<file path="config.mk">
export PLATFORM = sky130hd
export DESIGN_NAME = prg_bank_regfile
export DESIGN_NICKNAME = d
export VERILOG_FILES = /design/src/rtl/prg_bank_pkg.sv /design/src/rtl/prg_wr_decode.sv /design/src/rtl/prg_bank_regs.sv /design/src/rtl/prg_bank_map.sv /design/src/rtl/prg_bank_regfile.sv
export SDC_FILE = /design/constraint.sdc
export NUM_CORES = 1
export LEC_CHECK = 0
export ABC_CLOCK_PERIOD_IN_PS = 1690
export BUFFER_PORTS_ARGS = -buffer_cell sky130_fd_sc_hd__buf_4
export CORE_MARGIN = 2
export CORE_UTILIZATION = 40
export DETAILED_ROUTE_END_ITERATION = 8
export HOLD_SLACK_MARGIN = 0.03
export PLACE_DENSITY = 0.72
export SLEW_MARGIN = 10
export SYNTH_ARGS = -nofsm -noshare
export SYNTH_HDL_FRONTEND = slang
export SYNTH_SLANG_ARGS = --single-unit
</file>
<file path="constraint.sdc">
create_clock -name clk -period 1.69 [get_ports clk]
set_clock_uncertainty 0.15 [all_clocks]
set_input_delay 0.169 -clock clk [delete_from_list [all_inputs] [get_ports clk]]
set_output_delay 0.169 -clock clk [all_outputs]
set_load 0.01 [all_outputs]
</file>
<file path="src/rtl/prg_bank_pkg.sv">
package prg_bank_pkg;

   typedef enum logic [1:0] {
      CMD_NONE   = 2'd0,
      CMD_INDEX  = 2'd1,
      CMD_DATA   = 2'd2,
      CMD_MIRROR = 2'd3
   } wr_cmd_t;

   localparam logic [15:0] PORT_INDEX  = 16'h8000;
   localparam logic [15:0] PORT_DATA   = 16'h8001;
   localparam logic [15:0] PORT_MIRROR = 16'hA000;
   localparam logic [15:0] ALIAS_MASK  = 16'hF7FF;

   localparam int SLOT_OUTER = 0;
   localparam int SLOT_WIN0  = 6;
   localparam int SLOT_WIN1  = 7;

   localparam int OUTER_SRC_BIT = 1;
   localparam int OUTER_DST_BIT = 6;
   localparam int FIXED_BASE    = 'h3E;

endpackage

</file>
<file path="src/rtl/prg_wr_decode.sv">
module prg_wr_decode
   import prg_bank_pkg::*;
#(
   parameter int ADDR_W = 16
) (
   input  logic [ADDR_W-1:0] addr,
   input  logic              we,
   output wr_cmd_t           cmd
);

   if (ADDR_W != 16) begin : g_bad_addr
      $error("prg_wr_decode: ADDR_W must be 16");
   end

   logic [15:0] folded;
   assign folded = addr[15:0] & ALIAS_MASK;

   always_comb begin
      cmd = CMD_NONE;
      if (we) begin
         unique case (folded)
            PORT_INDEX:  cmd = CMD_INDEX;
            PORT_DATA:   cmd = CMD_DATA;
            PORT_MIRROR: cmd = CMD_MIRROR;
            default:     cmd = CMD_NONE;
         endcase
      end
   end

endmodule

</file>
<file path="src/rtl/prg_bank_regs.sv">
module prg_bank_regs
   import prg_bank_pkg::*;
#(
   parameter int DATA_W = 8
) (
   input  logic              clk,
   input  logic              rst_n,
   input  wr_cmd_t           cmd,
   input  logic [DATA_W-1:0] data,
   input  logic              four_screen,
   output logic [DATA_W-1:0] prg_lo,
   output logic [DATA_W-1:0] prg_hi,
   output logic [DATA_W-1:0] outer,
   output logic              mirror
);

   if (DATA_W <= OUTER_DST_BIT) begin : g_bad_data
      $error("prg_bank_regs: DATA_W too narrow for outer bit");
   end

   localparam logic [DATA_W-1:0] SLOT0 = DATA_W'(SLOT_OUTER);
   localparam logic [DATA_W-1:0] SLOT6 = DATA_W'(SLOT_WIN0);
   localparam logic [DATA_W-1:0] SLOT7 = DATA_W'(SLOT_WIN1);

   logic [DATA_W-1:0] index_q;
   logic [DATA_W-1:0] outer_nx;

   always_comb begin
      outer_nx = '0;
      outer_nx[OUTER_DST_BIT] = data[OUTER_SRC_BIT];
   end

   always_ff @(posedge clk) begin
      if (!rst_n) begin
         index_q <= '0;
         prg_lo  <= DATA_W'(0);
         prg_hi  <= DATA_W'(1);
         outer   <= '0;
         mirror  <= 1'b0;
      end else begin
         case (cmd)
            CMD_INDEX: index_q <= data;
            CMD_DATA: begin
               if (index_q == SLOT0) outer  <= outer_nx;
               if (index_q == SLOT6) prg_lo <= data;
               if (index_q == SLOT7) prg_hi <= data;
            end
            CMD_MIRROR: if (!four_screen) mirror <= data[0];
            default: ;
         endcase
      end
   end


   index_load_chk: assert property (@(posedge clk) disable iff (!rst_n)
      cmd == CMD_INDEX |=> index_q == $past(data));


   mirror_strap_chk: assert property (@(posedge clk) disable iff (!rst_n)
      four_screen |=> $stable(mirror));


   idle_hold_chk: assert property (@(posedge clk) disable iff (!rst_n)
      cmd == CMD_NONE |=> ($stable(prg_lo) && $stable(prg_hi) && $stable(outer)
                           && $stable(mirror) && $stable(index_q)));


   outer_value_chk: assert property (@(posedge clk) disable iff (!rst_n)
      $countones(outer) <= 1 && (outer == '0 || outer[OUTER_DST_BIT]));

endmodule

</file>
<file path="src/rtl/prg_bank_map.sv">
module prg_bank_map
   import prg_bank_pkg::*;
#(
   parameter int DATA_W = 8,
   parameter int BANK_W = 7,
   parameter int N_WIN  = 4
) (
   input  logic [DATA_W-1:0]             prg_lo,
   input  logic [DATA_W-1:0]             prg_hi,
   input  logic [DATA_W-1:0]             outer,
   output logic [N_WIN-1:0][BANK_W-1:0]  win
);

   if (BANK_W < 1 || BANK_W > DATA_W) begin : g_bad_bank
      $error("prg_bank_map: BANK_W must be 1..DATA_W");
   end
   if (N_WIN != 4) begin : g_bad_win
      $error("prg_bank_map: N_WIN must be 4");
   end

   for (genvar w = 0; w < N_WIN; w++) begin : g_win
      logic [DATA_W-1:0] src;
      logic [DATA_W-1:0] full;
      if (w == 0) begin : g_sw0
         assign src = prg_lo;
      end else if (w == 1) begin : g_sw1
         assign src = prg_hi;
      end else begin : g_fix
         localparam logic [DATA_W-1:0] FIX = DATA_W'(FIXED_BASE + w - 2);
         assign src = FIX;
      end
      assign full   = src | outer;
      assign win[w] = full[BANK_W-1:0];
   end

endmodule

</file>
<file path="src/rtl/prg_bank_regfile.sv">
module prg_bank_regfile
   import prg_bank_pkg::*;
#(
   parameter int DATA_W = 8,
   parameter int BANK_W = 7
) (
   input  logic              clk,
   input  logic              rst_n,
   input  logic [15:0]       cpu_addr,
   input  logic [DATA_W-1:0] cpu_data,
   input  logic              cpu_we,
   input  logic              four_screen,
   output logic [BANK_W-1:0] bank_w0,
   output logic [BANK_W-1:0] bank_w1,
   output logic [BANK_W-1:0] bank_w2,
   output logic [BANK_W-1:0] bank_w3,
   output logic              mirror_horiz
);

   localparam int N_WIN = 4;

   wr_cmd_t                      cmd;
   logic [DATA_W-1:0]            prg_lo, prg_hi, outer;
   logic [N_WIN-1:0][BANK_W-1:0] win;

   prg_wr_decode #(.ADDR_W(16)) u_dec (
      .addr(cpu_addr), .we(cpu_we), .cmd(cmd)
   );

   prg_bank_regs #(.DATA_W(DATA_W)) u_regs (
      .clk(clk), .rst_n(rst_n), .cmd(cmd), .data(cpu_data),
      .four_screen(four_screen), .prg_lo(prg_lo), .prg_hi(prg_hi),
      .outer(outer), .mirror(mirror_horiz)
   );

   prg_bank_map #(.DATA_W(DATA_W), .BANK_W(BANK_W), .N_WIN(N_WIN)) u_map (
      .prg_lo(prg_lo), .prg_hi(prg_hi), .outer(outer), .win(win)
   );

   assign bank_w0 = win[0];
   assign bank_w1 = win[1];
   assign bank_w2 = win[2];
   assign bank_w3 = win[3];


   fixed_pair_chk: assert property (@(posedge clk) disable iff (!rst_n)
      (bank_w2[0] == 1'b0 || BANK_W == 0) && (bank_w3 == (bank_w2 | BANK_W'(1))));


   ignored_write_chk: assert property (@(posedge clk) disable iff (!rst_n)
      (cpu_we && !cpu_addr[15]) |=> ($stable(bank_w0) && $stable(bank_w1)
                                      && $stable(bank_w3) && $stable(mirror_horiz)));

endmodule

</file>
; ---- After elaboration in Yosys (flattened, before gate mapping)
; Index checks and enable logic that the tools add are counted.
; W data, S select, Z words.
[totals]
elab_cells = 23
inputBits = 28
regBits = 24
[classes]
mux = 2
n_eq_ne = 8
bitwise = 3
reduce_logical = 5
[ops]
columns = operator, n
row1 = $eq A15 B15 Y1 const B, 3
row2 = $eq A8 B3 Y1 const B, 2
row3 = $or A7 B7 Y7, 2
row4 = $logic_not A8 Y1, 1
row5 = $reduce_and A2 Y1, 4
row6 = $pmux W2 S3, 1
row7 = $eq A2 B2 Y1 const B, 2
row8 = $eq A2 B1 Y1 const B, 1
row9 = $mux W2, 1
row10 = $not A1 Y1, 1

; ---- Depth between registers and ports, before layout
[logic_depth]
ltp_word = 5
mapped_depth = 4
depth_no_buf = 4

; ---- By module
; A second synthesis with hierarchy kept.
[hier_totals]
cells_unflattened = 146
hier_area_um2 = 1397.6
[by_module_without_submodules]
columns = mod, cells_each, seq_area_each_um2, area_per_inst_um2, n_inst
row1 = prg_bank_regs, 109, 520.5, 1129.8, 1
row2 = prg_bank_map, 29, 0.0, 196.4, 1
row3 = prg_wr_decode, 8, 0.0, 71.3, 1

; ---- Least setup slack after synthesis
; No wires, ideal clock.
[synth_timing]
path_kind = input-to-reg
start = input port cpu_addr[14]
end = register u_regs.prg_hi[0]
setup_slack_ns = 0.020
arrival_time_ns = 1.448
path_stages = 4
setup_ns = 0.072
cell_sequence = nor4b_4 nand4_4 nor4_4 mux2i_1
[synth_between]
elab_chain_len = 5
[synth_lines]
columns = item, line
row1 = start: declaration, prg_bank_regfile.sv:9  ; input logic [15:0] cpu_addr,
row2 = $eq A15 B15 Y1, prg_wr_decode.sv:21  ; unique case (folded)
row3 = $pmux W2 S3 (*), prg_wr_decode.sv:21
row4 = $mux W2 (*), prg_wr_decode.sv:20  ; if (we) begin
row5 = $eq A2 B2 Y1 (*), prg_bank_regs.sv:41  ; case (cmd)
row6 = $reduce_and A2 Y1 (no line) (*), --
row7 = end signal: assignment, prg_bank_regs.sv:46  ; if (index_q == SLOT7) prg_hi <= data;
row8 = end: declaration, prg_bank_regs.sv:12  ; output logic [DATA_W-1:0] prg_hi,
; Mark *: on every way between the ends. The rest lies on a longest branch, timed or not.
; A chain may end at the register's enable or synchronous reset.

; ---- Worst setup path in the final report
[layout_timing]
start = register u_regs.index_q[4]
end = register u_regs.outer[6]
[layout_between]
elab_chain_len = 2
[layout_lines]
columns = item, line
row1 = start: declaration, prg_bank_regs.sv:25  ; logic [DATA_W-1:0] index_q;
row2 = start signal: assignment, prg_bank_regs.sv:42  ; CMD_INDEX: index_q <= data;
row3 = $logic_not A8 Y1, prg_bank_regs.sv:44  ; if (index_q == SLOT0) outer <= outer_nx;
row4 = $reduce_and A2 Y1 (no line), --
row5 = end signal: assignment, prg_bank_regs.sv:44
row6 = end: declaration, prg_bank_regs.sv:13  ; output logic [DATA_W-1:0] outer,
; No other way between the ends.

==> impl_metrics.csv <==
group,metric,value,unit
status,outcome,"finished, final reports clean",
routing,first_pass_iters,4,
pwr,p_leak,0.697,nW
die,start_util,42.1,%
grt,grt_pass1_wl,3710,um
placement,port_buffers,43,
pwr,irDropWorstVdd,222,uV
worst_setup_path,cp-end-kind,"flop",
routing,drc,0,
logic_synthesis,synth_cell_type_count,18,
logic_synthesis,ys_seq_area_share,37.4,%
clock_network,cts_buffers,3,
hold_path,hold_depth,3,
final_layout,layout.nets,205,
pwr,combPwrFrac,12.3,%
logic_synthesis,netlist_area,1290,um2
worst_setup_path,critPathMaxFanout,2,
clock_network,clock_sinks,24,
logic_synthesis,synth_mux_area_share,19.6,%
worst_setup_path,worst_setup_path_start_kind,"flop",
flow_run,cap_violations,0,
grt,grt_use_total,13.6,%
placement,dp_cells,207,
routing,drt-vias-per-instance,4.41,
clock_network,path_clk_slew,0.13,ns
pwr,seqPwrFrac,56.9,%
sta,rsz0062_at_grt,"false",
routing,wire_per_inst,11.3,um
clock_network,cts.path.max_buffers,2,
hold_path,whs_endpoint,"u_regs.outer[6]$_SDFFE_PN0P_",
clock_network,cts_root_buffer,"clkbuf_4",
routing,drtIter0Drc,23,
worst_setup_path,crit_path_cell_trace,"nor3_2 -> nand3b_1 -> nor4b_1 -> mux2i_1",
routing,wirelength,2480,um
worst_setup_path,slowest_stage,"nor4b_1",
grt,grt_use_met1,14.6,%
worst_setup_path,ff2ff_setup_slack,0.09,ns
pwr,power_switching,231,uW
die,die_w,60.7,um
final_layout,postLayoutCoreUtil,55.4,%
pwr,p_int,762,uW
logic_synthesis,syn_avg_cell_area,9.74,um2
die,die_area,3690,um2
logic_synthesis,synth_compound_gate_area_share,0,%
hold_path,hold_start,"cpu_data[1]",
logic_synthesis,synth_seq_cells,24,
placement,gp_congestion,0.696,
worst_setup_path,crit_arrival,1.72,ns
die,num_rows,20,
final_layout,layout-drive-gt1-share,36.4,%
sta,final_hold_viol_count,0,
placement,hpwl,1840,um
sta,post-route-period-util,94.7,%
logic_synthesis,synth-xor-area-share,0,%
die,coreArea,3050,um2
pwr,clock_power_share,30.8,%
final_layout,layoutNonFillerInstCount,220,
worst_setup_path,critical-path-max-stage-delay,0.40,ns
clock_network,htree_num_levels,1,
worst_setup_path,cp_data_required_time,1.81,ns
sta,period_needed,1.60,ns
grt,gr-max-usage-layer,"met2",
sta,slew_viol_final,0,
worst_setup_path,r2r-start,"u_regs.index_q[4]$_SDFFE_PN0N_",
logic_synthesis,yosysWarnings,0,
hold_path,hold_class,"in2reg",
routing,via_count,970,
sta,finalSetupViolations,0,
worst_setup_path,r2r_end,"u_regs.outer[6]$_SDFFE_PN0P_",
clock_network,clk_latency,0.32,ns
pwr,fin_total_pwr,993,uW
routing,drtAntennaViolNets,0,
worst_setup_path,critPathTopFamily,"simple AND/OR/NAND/NOR gates",
clock_network,cts_tree,"built",
final_layout,diodes,0,
die,num_io_pins,57,
pwr,switching_share,23.3,%
logic_synthesis,yosys.area_share.simple,27.0,%
worst_setup_path,critical_path_class,"reg2reg",
logic_synthesis,synth_top_family_by_area,"simple AND/OR/NAND/NOR gates",
grt,grt_max_degree,34,
grt,antenna_found_initial,0,
grt,use_met2,26.1,%
worst_setup_path,ff2ff_path_depth,4,
grt,use_met3,1.92,%
logic_synthesis,syn_inst,132,
sta,fmax,625,MHz
grt,overflow,0,
worst_setup_path,crit_buf_inv,0,
final_layout,syn_to_final_growth,31.5,%
grt,grt_pass1_vias,919,
logic_synthesis,synth_fa_ha_area_share,0,%
pwr,power.density,587,nW/um2
die,die_y,60.7,um
[worst max-delay path by stage]
stage / from / to / slack, ns / depth (start not counted)
floorplan: cpu_addr[14] / u_regs.prg_hi[0]$_SDFFE_PN1P_ / 0.02 / 4
global route: u_regs.index_q[4]$_SDFFE_PN0N_ / u_regs.outer[6]$_SDFFE_PN0P_ / 0.04 / 4
detailed placement: cpu_addr[5] / u_regs.prg_hi[4]$_SDFFE_PN0P_ / -0.06 / 6
finish: u_regs.index_q[4]$_SDFFE_PN0N_ / u_regs.outer[6]$_SDFFE_PN0P_ / 0.09 / 4
CTS: u_regs.index_q[4]$_SDFFE_PN0N_ / u_regs.outer[6]$_SDFFE_PN0P_ / 0.03 / 4
global placement: cpu_addr[8] / u_regs.mirror$_SDFFE_PN0P_ / -0.03 / 6
[worst reg2reg max path: stages (launching register included)]
cell and delay (ns):
dfxtp_1 0.35, nor3_2 0.24, nand3b_1 0.19, nor4b_1 0.40, mux2i_1 0.22
[power by group through the flow]
stage          logic [mW]  clock network [mW]  registers [mW]
2_1_floorplan      0.0647                   0           0.578
3_3_place_gp        0.103                   0           0.578
3_5_place_dp        0.106                   0           0.578
4_1_cts             0.122               0.314           0.566
5_1_grt             0.133               0.335           0.566
6_report            0.122               0.306           0.566
[state kept, by name (all words and copies together), names as in the netlist]
name	cells
u_regs.index_q	8
u_regs.prg_hi	7
u_regs.prg_lo	7
u_regs.mirror	1
u_regs.outer	1
[cell usage after synthesis, drive strengths merged]
cell	instances	area, um2
mux2	1	11.3
conb	2	7.51
nor2b	2	12.5
dfxtp	24	480
nor3	2	21.3
nor2	3	11.3
nor4b	4	65.1
nand4	1	21.3
nor4	3	63.8
buf	25	188
nand3b	1	7.51
or2	2	12.5
clkbuf	3	11.3
mux2i	24	240
nand2	34	128
nand3	1	5.00
[routing by layer]
layer / share of wire [%] / vias up
met5: 0 / -
met4: 1.9 / 0
met3: 5.6 / 6
met2: 51 / 33
met1: 41 / 437
li1: - / 494
[metrics by stage]
step	hold slack (ns)	instance area, um2	TNS [ns]	setup WS (ns)
after floorplan	0.161	1320	0	0.0204
after global placement	0.287	1560	-0.177	-0.0270
after detailed placement	0.300	1560	-0.511	-0.0608
after CTS	0.0341	1690	0	0.0301
after global routing	0.0475	1690	0	0.0388
final	0.0225	1690	0	0.0896
[cell type report]
cell class	count	area, um2
fill	290	1360
multi-input combinational	90	649
tap	44	55.1
clock buffer	4	36.3
timing repair buffer	58	470
sequential	24	480
[cell families after synthesis]
logic type,after synthesis
mux,25
buf+inv,28
simple gates,53
flops,24
other cells,2
[what timing repair did]
action | in CTS | in global routing
hold buffers | 9 | 0
endpoints found under the setup margin | 0 | 4
gates resized for setup | 0 | 1
setup buffers | 0 | 0
hold endpoints to repair | 17 | 0
[layout by cell type, fill, tap and decap left out, types with 2 or more instances in the layout]
cell type / synthesis / layout
buf_4: 25 / 48
clkbuf_4: 0 / 3
nor4b_1: 2 / 2
or2_2: 2 / 2
nor4_4: 3 / 3
nor2_1: 3 / 3
nand2_1: 34 / 34
mux2i_1: 24 / 24
nor2b_1: 2 / 2
dfxtp_1: 24 / 24
nor4b_4: 2 / 2
dlygate4sd3_1: 0 / 9
conb_1: 2 / 12
Note: power is estimated with default switching activity, not from simulation.
